[src/rtl/ns4_pkg.sv]
package ns4_pkg;
  localparam int ORDER = 4;

  typedef struct packed {
    logic step;
    logic clear;
  } strobe_t;
endpackage

[src/rtl/ns4_integ.sv]
module ns4_integ #(
  parameter int ACC_W = 20,
  parameter int SW    = 22
) (
  input  logic                    clk,
  input  logic                    rst_n,
  input  logic                    stepEn,
  input  logic                    clrEn,
  input  logic signed [SW-1:0]    termIn,
  output logic signed [ACC_W-1:0] acc,
  output logic                    sat
);
  localparam logic signed [SW-1:0] HI = SW'((2 ** (ACC_W - 1)) - 1);
  localparam logic signed [SW-1:0] LO = -HI - SW'(1);

  logic signed [SW-1:0]    sum;
  logic signed [ACC_W-1:0] nextAcc;

  assign sum = SW'(acc) + termIn;

  always_comb begin
    if (sum > HI)      nextAcc = HI[ACC_W-1:0];
    else if (sum < LO) nextAcc = LO[ACC_W-1:0];
    else               nextAcc = sum[ACC_W-1:0];
  end

  always_ff @(posedge clk) begin
    if (!rst_n)      acc <= '0;
    else if (stepEn) acc <= clrEn ? '0 : nextAcc;
  end

  assign sat = (SW'(acc) == HI) || (SW'(acc) == LO);
endmodule

[src/rtl/ns4_datapath.sv]
module ns4_datapath import ns4_pkg::*; #(
  parameter int IN_W  = 16,
  parameter int GUARD = 4,
  parameter int SH1   = 10,
  parameter int SH2   = 7,
  parameter int SH3   = 4,
  parameter int SH4   = 2
) (
  input  logic                   clk,
  input  logic                   rst_n,
  input  strobe_t                strobes,
  input  logic signed [IN_W-1:0] sampleIn,
  output logic                   bitOut,
  output logic                   bitValid,
  output logic                   anySat,
  output logic                   allZero
);
  localparam int ACC_W = IN_W + GUARD;
  localparam int SW    = ACC_W + 2;
  localparam logic signed [SW-1:0] REF_W = SW'(2 ** (IN_W - 2));
  localparam int SHV [ORDER] = '{SH1, SH2, SH3, SH4};

  logic signed [ACC_W-1:0] acc  [ORDER];
  logic signed [SW-1:0]    term [ORDER];
  logic [ORDER-1:0]        satV;
  logic                    decision;
  logic signed [SW-1:0]    fbW;

  // Quantizer: sign of the last integrator
  assign decision = ~acc[ORDER-1][ACC_W-1];
  assign fbW      = decision ? REF_W : -REF_W;

  for (genvar k = 0; k < ORDER; k++) begin : g_stage
    if (k == 0) begin : g_first
      assign term[k] = (SW'(sampleIn) - fbW) >>> SHV[k];
    end else begin : g_rest
      assign term[k] = SW'(acc[k-1]) - (fbW >>> SHV[k]);
    end

    ns4_integ #(.ACC_W(ACC_W), .SW(SW)) u_integ (
      .clk    (clk),
      .rst_n  (rst_n),
      .stepEn (strobes.step),
      .clrEn  (strobes.clear),
      .termIn (term[k]),
      .acc    (acc[k]),
      .sat    (satV[k])
    );
  end

  assign anySat = |satV;

  always_comb begin
    allZero = 1'b1;
    for (int k = 0; k < ORDER; k++)
      if (acc[k] != '0) allZero = 1'b0;
  end

  always_ff @(posedge clk) begin
    if (!rst_n) begin
      bitOut   <= 1'b0;
      bitValid <= 1'b0;
    end else begin
      bitValid <= strobes.step;
      if (strobes.step) bitOut <= decision;
    end
  end
endmodule

[src/rtl/ns4_ctrl.sv]
module ns4_ctrl import ns4_pkg::*; #(
  parameter int OVL_LIMIT = 16
) (
  input  logic    clk,
  input  logic    rst_n,
  input  logic    tickEn,
  input  logic    highRate,
  input  logic    anySat,
  output strobe_t strobes,
  output logic    overload
);
  localparam int CW = $clog2(OVL_LIMIT + 1);

  logic [1:0]    divCnt;
  logic [1:0]    divMax;
  logic [CW-1:0] satCnt;
  logic          stepNow;
  logic          clearNow;

  assign divMax   = highRate ? 2'd3 : 2'd1;
  assign stepNow  = tickEn && (divCnt >= divMax);
  assign clearNow = stepNow && anySat && (satCnt == CW'(OVL_LIMIT - 1));

  always_ff @(posedge clk) begin
    if (!rst_n) begin
      divCnt   <= '0;
      satCnt   <= '0;
      overload <= 1'b0;
    end else begin
      if (tickEn) divCnt <= stepNow ? 2'd0 : divCnt + 2'd1;
      if (stepNow) begin
        satCnt   <= (clearNow || !anySat) ? '0 : satCnt + CW'(1);
        overload <= clearNow;
      end
    end
  end

  assign strobes.step  = stepNow;
  assign strobes.clear = clearNow;

  // overload lasts one step only
  p_ovl_one_step_r8: assert property (@(posedge clk) disable iff (!rst_n)
    (stepNow && overload) |=> !overload);
endmodule

[src/rtl/ns4_modulator.sv]
module ns4_modulator import ns4_pkg::*; #(
  parameter int IN_W      = 16,
  parameter int GUARD     = 4,
  parameter int OVL_LIMIT = 16
) (
  input  logic                   clk,
  input  logic                   rst_n,
  input  logic                   tickEn,
  input  logic                   highRate,
  input  logic signed [IN_W-1:0] sampleIn,
  output logic                   bitOut,
  output logic                   bitValid,
  output logic                   overload
);
  strobe_t strobes;
  logic    anySat;
  logic    allZero;

  ns4_ctrl #(.OVL_LIMIT(OVL_LIMIT)) u_ctrl (
    .clk      (clk),
    .rst_n    (rst_n),
    .tickEn   (tickEn),
    .highRate (highRate),
    .anySat   (anySat),
    .strobes  (strobes),
    .overload (overload)
  );

  ns4_datapath #(.IN_W(IN_W), .GUARD(GUARD)) u_dp (
    .clk      (clk),
    .rst_n    (rst_n),
    .strobes  (strobes),
    .sampleIn (sampleIn),
    .bitOut   (bitOut),
    .bitValid (bitValid),
    .anySat   (anySat),
    .allZero  (allZero)
  );

  p_valid_pulse_r1: assert property (@(posedge clk) disable iff (!rst_n)
    bitValid |=> !bitValid);

  p_no_tick_no_bit_r4: assert property (@(posedge clk) disable iff (!rst_n)
    !tickEn |=> !bitValid);

  p_ovl_with_bit_r8: assert property (@(posedge clk) disable iff (!rst_n)
    $rose(overload) |-> bitValid);

  p_clear_zero_r9: assert property (@(posedge clk) disable iff (!rst_n)
    $rose(overload) |-> allZero);
endmodule

[config.mk]
export PLATFORM = sky130hd
export DESIGN_NAME = ns4_modulator
export DESIGN_NICKNAME = d
export VERILOG_FILES = /design/src/rtl/ns4_pkg.sv /design/src/rtl/ns4_integ.sv /design/src/rtl/ns4_datapath.sv /design/src/rtl/ns4_ctrl.sv /design/src/rtl/ns4_modulator.sv
export SDC_FILE = /design/constraint.sdc
export NUM_CORES = 1
export LEC_CHECK = 0
export BUFFER_PORTS_ARGS = -buffer_cell sky130_fd_sc_hd__buf_4
export CORE_MARGIN = 8
export CORE_UTILIZATION = 41
export CTS_BUF_LIST = sky130_fd_sc_hd__clkbuf_8
export CTS_CLUSTER_SIZE = 28
export DETAILED_ROUTE_END_ITERATION = 10
export GPL_ROUTABILITY_DRIVEN = 0
export GPL_TIMING_DRIVEN = 0
export HOLD_SLACK_MARGIN = 0.06
export PLACE_DENSITY = 0.57
export SYNTH_ARGS = -nofsm -noshare
export SYNTH_HDL_FRONTEND = slang
export SYNTH_SLANG_ARGS = --single-unit
[constraint.sdc]
create_clock -name clk -period 5.1 [get_ports clk]
set_clock_uncertainty 0.2 [all_clocks]
set_input_delay 0 -clock clk [delete_from_list [all_inputs] [get_ports clk]]
set_output_delay 0 -clock clk [all_outputs]
set_load 0.05 [all_outputs]
==> flow_metrics.env <==
export IMPL_status="complete, no violations"
export IMPL_cp_data_arrival_time_ns=4.78
export IMPL_pin_count=23
export IMPL_synth_warnings=0
export IMPL_start_util_pct=41.6
export IMPL_hold_violations=0
export IMPL_start_kind="flip-flop"
export IMPL_ys_flop_type="dfxtp_1"
export IMPL_grt_pass1_wl_mm=39.6
export IMPL_slew_viol_final=0
export IMPL_vias=7954
export IMPL_cpMostUsedCell="fa_1"
export IMPL_cp_buffers_inverters=3
export IMPL_cp_required_ns=5.23
export IMPL_cp_slowest_cell="fa_1"
export IMPL_setup_viol=0
export IMPL_postLayoutCellArea_um2=9810
export IMPL_slew_headroom_pct=38.6
export IMPL_cts_made_buffers=9
export IMPL_drc=0
export IMPL_syn_area_per_cell_um2=8.10
export IMPL_yosysTopAreaCellShare_pct=19.8
export IMPL_synth_top_family_by_area="compound AO/OA/AOI/OAI gates"
export IMPL_wl_per_cell_um=16.8
export IMPL_synth_fp_nets=1289
export IMPL_fin_crit_ns=4.65
export IMPL_std_cell_rows=54
export IMPL_ys_seq_area_share_pct=19.8
export IMPL_rsz0062_at_grt="false"
export IMPL_die_y_um=165
export IMPL_cp_end_kind="flip-flop"
export IMPL_cts_root_buf="clkbuf_8"
export IMPL_synth_cell_types=84
export IMPL_h_tree_depth=3
export IMPL_async_reset_ff_share_pct=0
export IMPL_antennaDiodeCount=0
export IMPL_core_area_um2=21800
export IMPL_fmax_mhz=215
export IMPL_grt_max_degree=18
export IMPL_io_buffer_count=12
export IMPL_crit_type="flip-flop to flip-flop"
export IMPL_drv_cap=0
export IMPL_synth_fa_ha_area_share_pct=22.8
export IMPL_drive_above_1_share_pct=5.87
export IMPL_layout_commonest_cell="inv_1"
export IMPL_dieArea_um2=27200
export IMPL_grt_use_total_pct=18.4
export IMPL_syn_to_final_growth_pct=7.95
export IMPL_worst_pin_slew_ns=0.909
export IMPL_slowest_delay_ns=0.62
export IMPL_yosys_area_share_simple_pct=16.0
export IMPL_postRouteAntennaNets=0
export IMPL_yosys_area_share_xor_xnor_pct=6.75
export IMPL_synth_edff_count=0
export IMPL_final_cell_mix="inv_1, ha_1, dfxtp_1, nand2_1, a21oi_1"
export IMPL_cts_tree="built"
export IMPL_grt_pass1_vias=7678
export IMPL_cpLargestDelayFamily="adder cells"
export IMPL_n_fill_cell=2219
export IMPL_clk_latency_ns=0.40
export IMPL_multiInputGateArea_um2=6430
export IMPL_synth_seq_cells=90
export IMPL_seq_area_um2=1810
export IMPL_clock_sinks=90
export IMPL_synth_compound_area_share_pct=24.9
export IMPL_first_iter_violations=371
export IMPL_path_cells="fa_1 > fa_1 > ha_1 > clkbuf_1 > nand4_1 > nor3_1 > nand3_1 > a21boi_1 > a41oi_1 > or3_1 > o21ai_1 > and2_1 > buf_2 > buf_4 > a221o_1"
export IMPL_cts_clk_slew_worst_paths_ns=0.10
export IMPL_antenna_found_initial=0
export IMPL_routed_via_density=5.53
export IMPL_clk_path_buf_depth=2
export IMPL_cp_max_fo=12
export IMPL_synthTopCellsByArea="dfxtp_1, ha_1, inv_1, fa_1, a221o_1"
export IMPL_wl_mm=24.2
export IMPL_hpwl_mm=19.9
export IMPL_synth_area_leader_cell="dfxtp_1"
export IMPL_period_share_pct=91.2
export IMPL_grt_overflow=0
export IMPL_syn_inst=1122
export IMPL_synthMuxAreaShare_pct=0.220
export IMPL_drt_pre_antenna_iters=5
export IMPL_synth_area_um2=9090
export IMPL_placed_area_um2=9550
export IMPL_finalNetCount=1322
export IMPL_hold_class="primary input to flip-flop"
export IMPL_die_x_um=165
## worst paths after layout
path	startpoint	end	slack (ns)	cells after the start
setup / recovery	u_dp.g_stage[3].u_integ.acc[19]$_SDFFE_PN0P_	u_dp.g_stage[0].u_integ.acc[15]$_SDFFE_PN0P_	0.45	15
hold / removal	highRate	u_dp.bitValid$_SDFF_PN0_	0.11	6
setup reg to reg	u_dp.g_stage[3].u_integ.acc[19]$_SDFFE_PN0P_	u_dp.g_stage[0].u_integ.acc[15]$_SDFFE_PN0P_	0.45	15
hold reg to reg	u_ctrl.satCnt[1]$_SDFFE_PN0P_	u_ctrl.satCnt[1]$_SDFFE_PN0P_	0.31	2
## registers in the layout (all words and copies together) (netlist names)
signal,cells
u_ctrl.overload,1
u_ctrl.divCnt,2
u_dp.g_stage.u_integ.acc,80
u_dp.bitOut,1
u_dp.bitValid,1
u_ctrl.satCnt,5
## layout make-up
type | count | share of cell area [%]
Multi-Input combinational cell | 810 | 65.5
Sequential cell | 90 | 18.4
Inverter | 197 | 7.58
Tap cell | 280 | 3.57
Timing Repair Buffer | 22 | 2.02
Clock buffer | 9 | 1.26
Buffer | 25 | 1.20
Clock inverter | 6 | 0.434
## kinds of logic after synthesis
family / Yosys count
AND/OR/NAND/NOR: 282
flip-flops: 90
AO/OA/AOI/OAI: 308
buffers and inverters: 222
multiplexers: 2
XOR/XNOR: 70
adder cells (fa/ha/maj): 148
## through the flow
step                      cells  utilization (%)  hold slack, ns  setup WS [ns]  setup TNS, ns
after floorplan            1122                -         -0.0485         0.0705              0
after global placement     1414             43.7          0.0869          -1.97        -111.73
after detailed placement   1415             43.8          0.0898        -0.0382         -0.241
after CTS                  1439             44.9          0.0923          0.162              0
after global routing       1439             44.9           0.160          0.164              0
final                      1439             44.9           0.108          0.450              0
## what timing repair did
action | 4_1_cts | 5_1_grt
cloned | 0 | 0
gates resized for setup | 1 | 1
hold endpoints to repair | 9 | 0
hold buffers | 8 | 0
buffers inserted | 1 | 0
setup endpoints to repair | 10 | 21
## synthesized netlist by cell type (4+ instances only)
master      n
inv_1     196
ha_1      117
dfxtp_1    90
nand2_1    75
a21oi_1    69
nor2_1     62
xnor2_1    46
a221o_1    44
o21ai_0    37
fa_1       30
a21o_1     29
nand4_1    28
xor2_1     24
a31oi_1    22
nand3_1    19
clkbuf_1   18
nor4_1     17
o21a_1     15
nor3_1     11
a22o_1     10
and3_1     10
nand2b_1   10
a211oi_1    8
a22oi_1     8
o211ai_1    8
and2_1      7
nor2b_1     7
o21ai_1     7
o21bai_1    7
or3_1       7
buf_2       4
or4_1       4
## layer usage
metal | track usage (%) | wire (um)
met1 | 24.1 | 11500
met2 | 31.1 | 11400
met3 | 2.14 | 712
met4 | 5.73 | 565
met5 | 0 | 0
## worst register-to-register path, cell delays in order (launching register included)
cell and delay, ns:
dfxtp_4 0.48, fa_1 0.42, fa_1 0.62, ha_1 0.39, clkbuf_1 0.24, nand4_1 0.15
nor3_1 0.15, nand3_1 0.16, a21boi_1 0.26, a41oi_1 0.23, or3_1 0.35, o21ai_1 0.26
and2_1 0.19, buf_2 0.16, buf_4 0.19, a221o_1 0.13
Power is left out: the tool's default activity adds up to more than one toggle a clock period on the data nets, which glitch-free logic cannot reach.
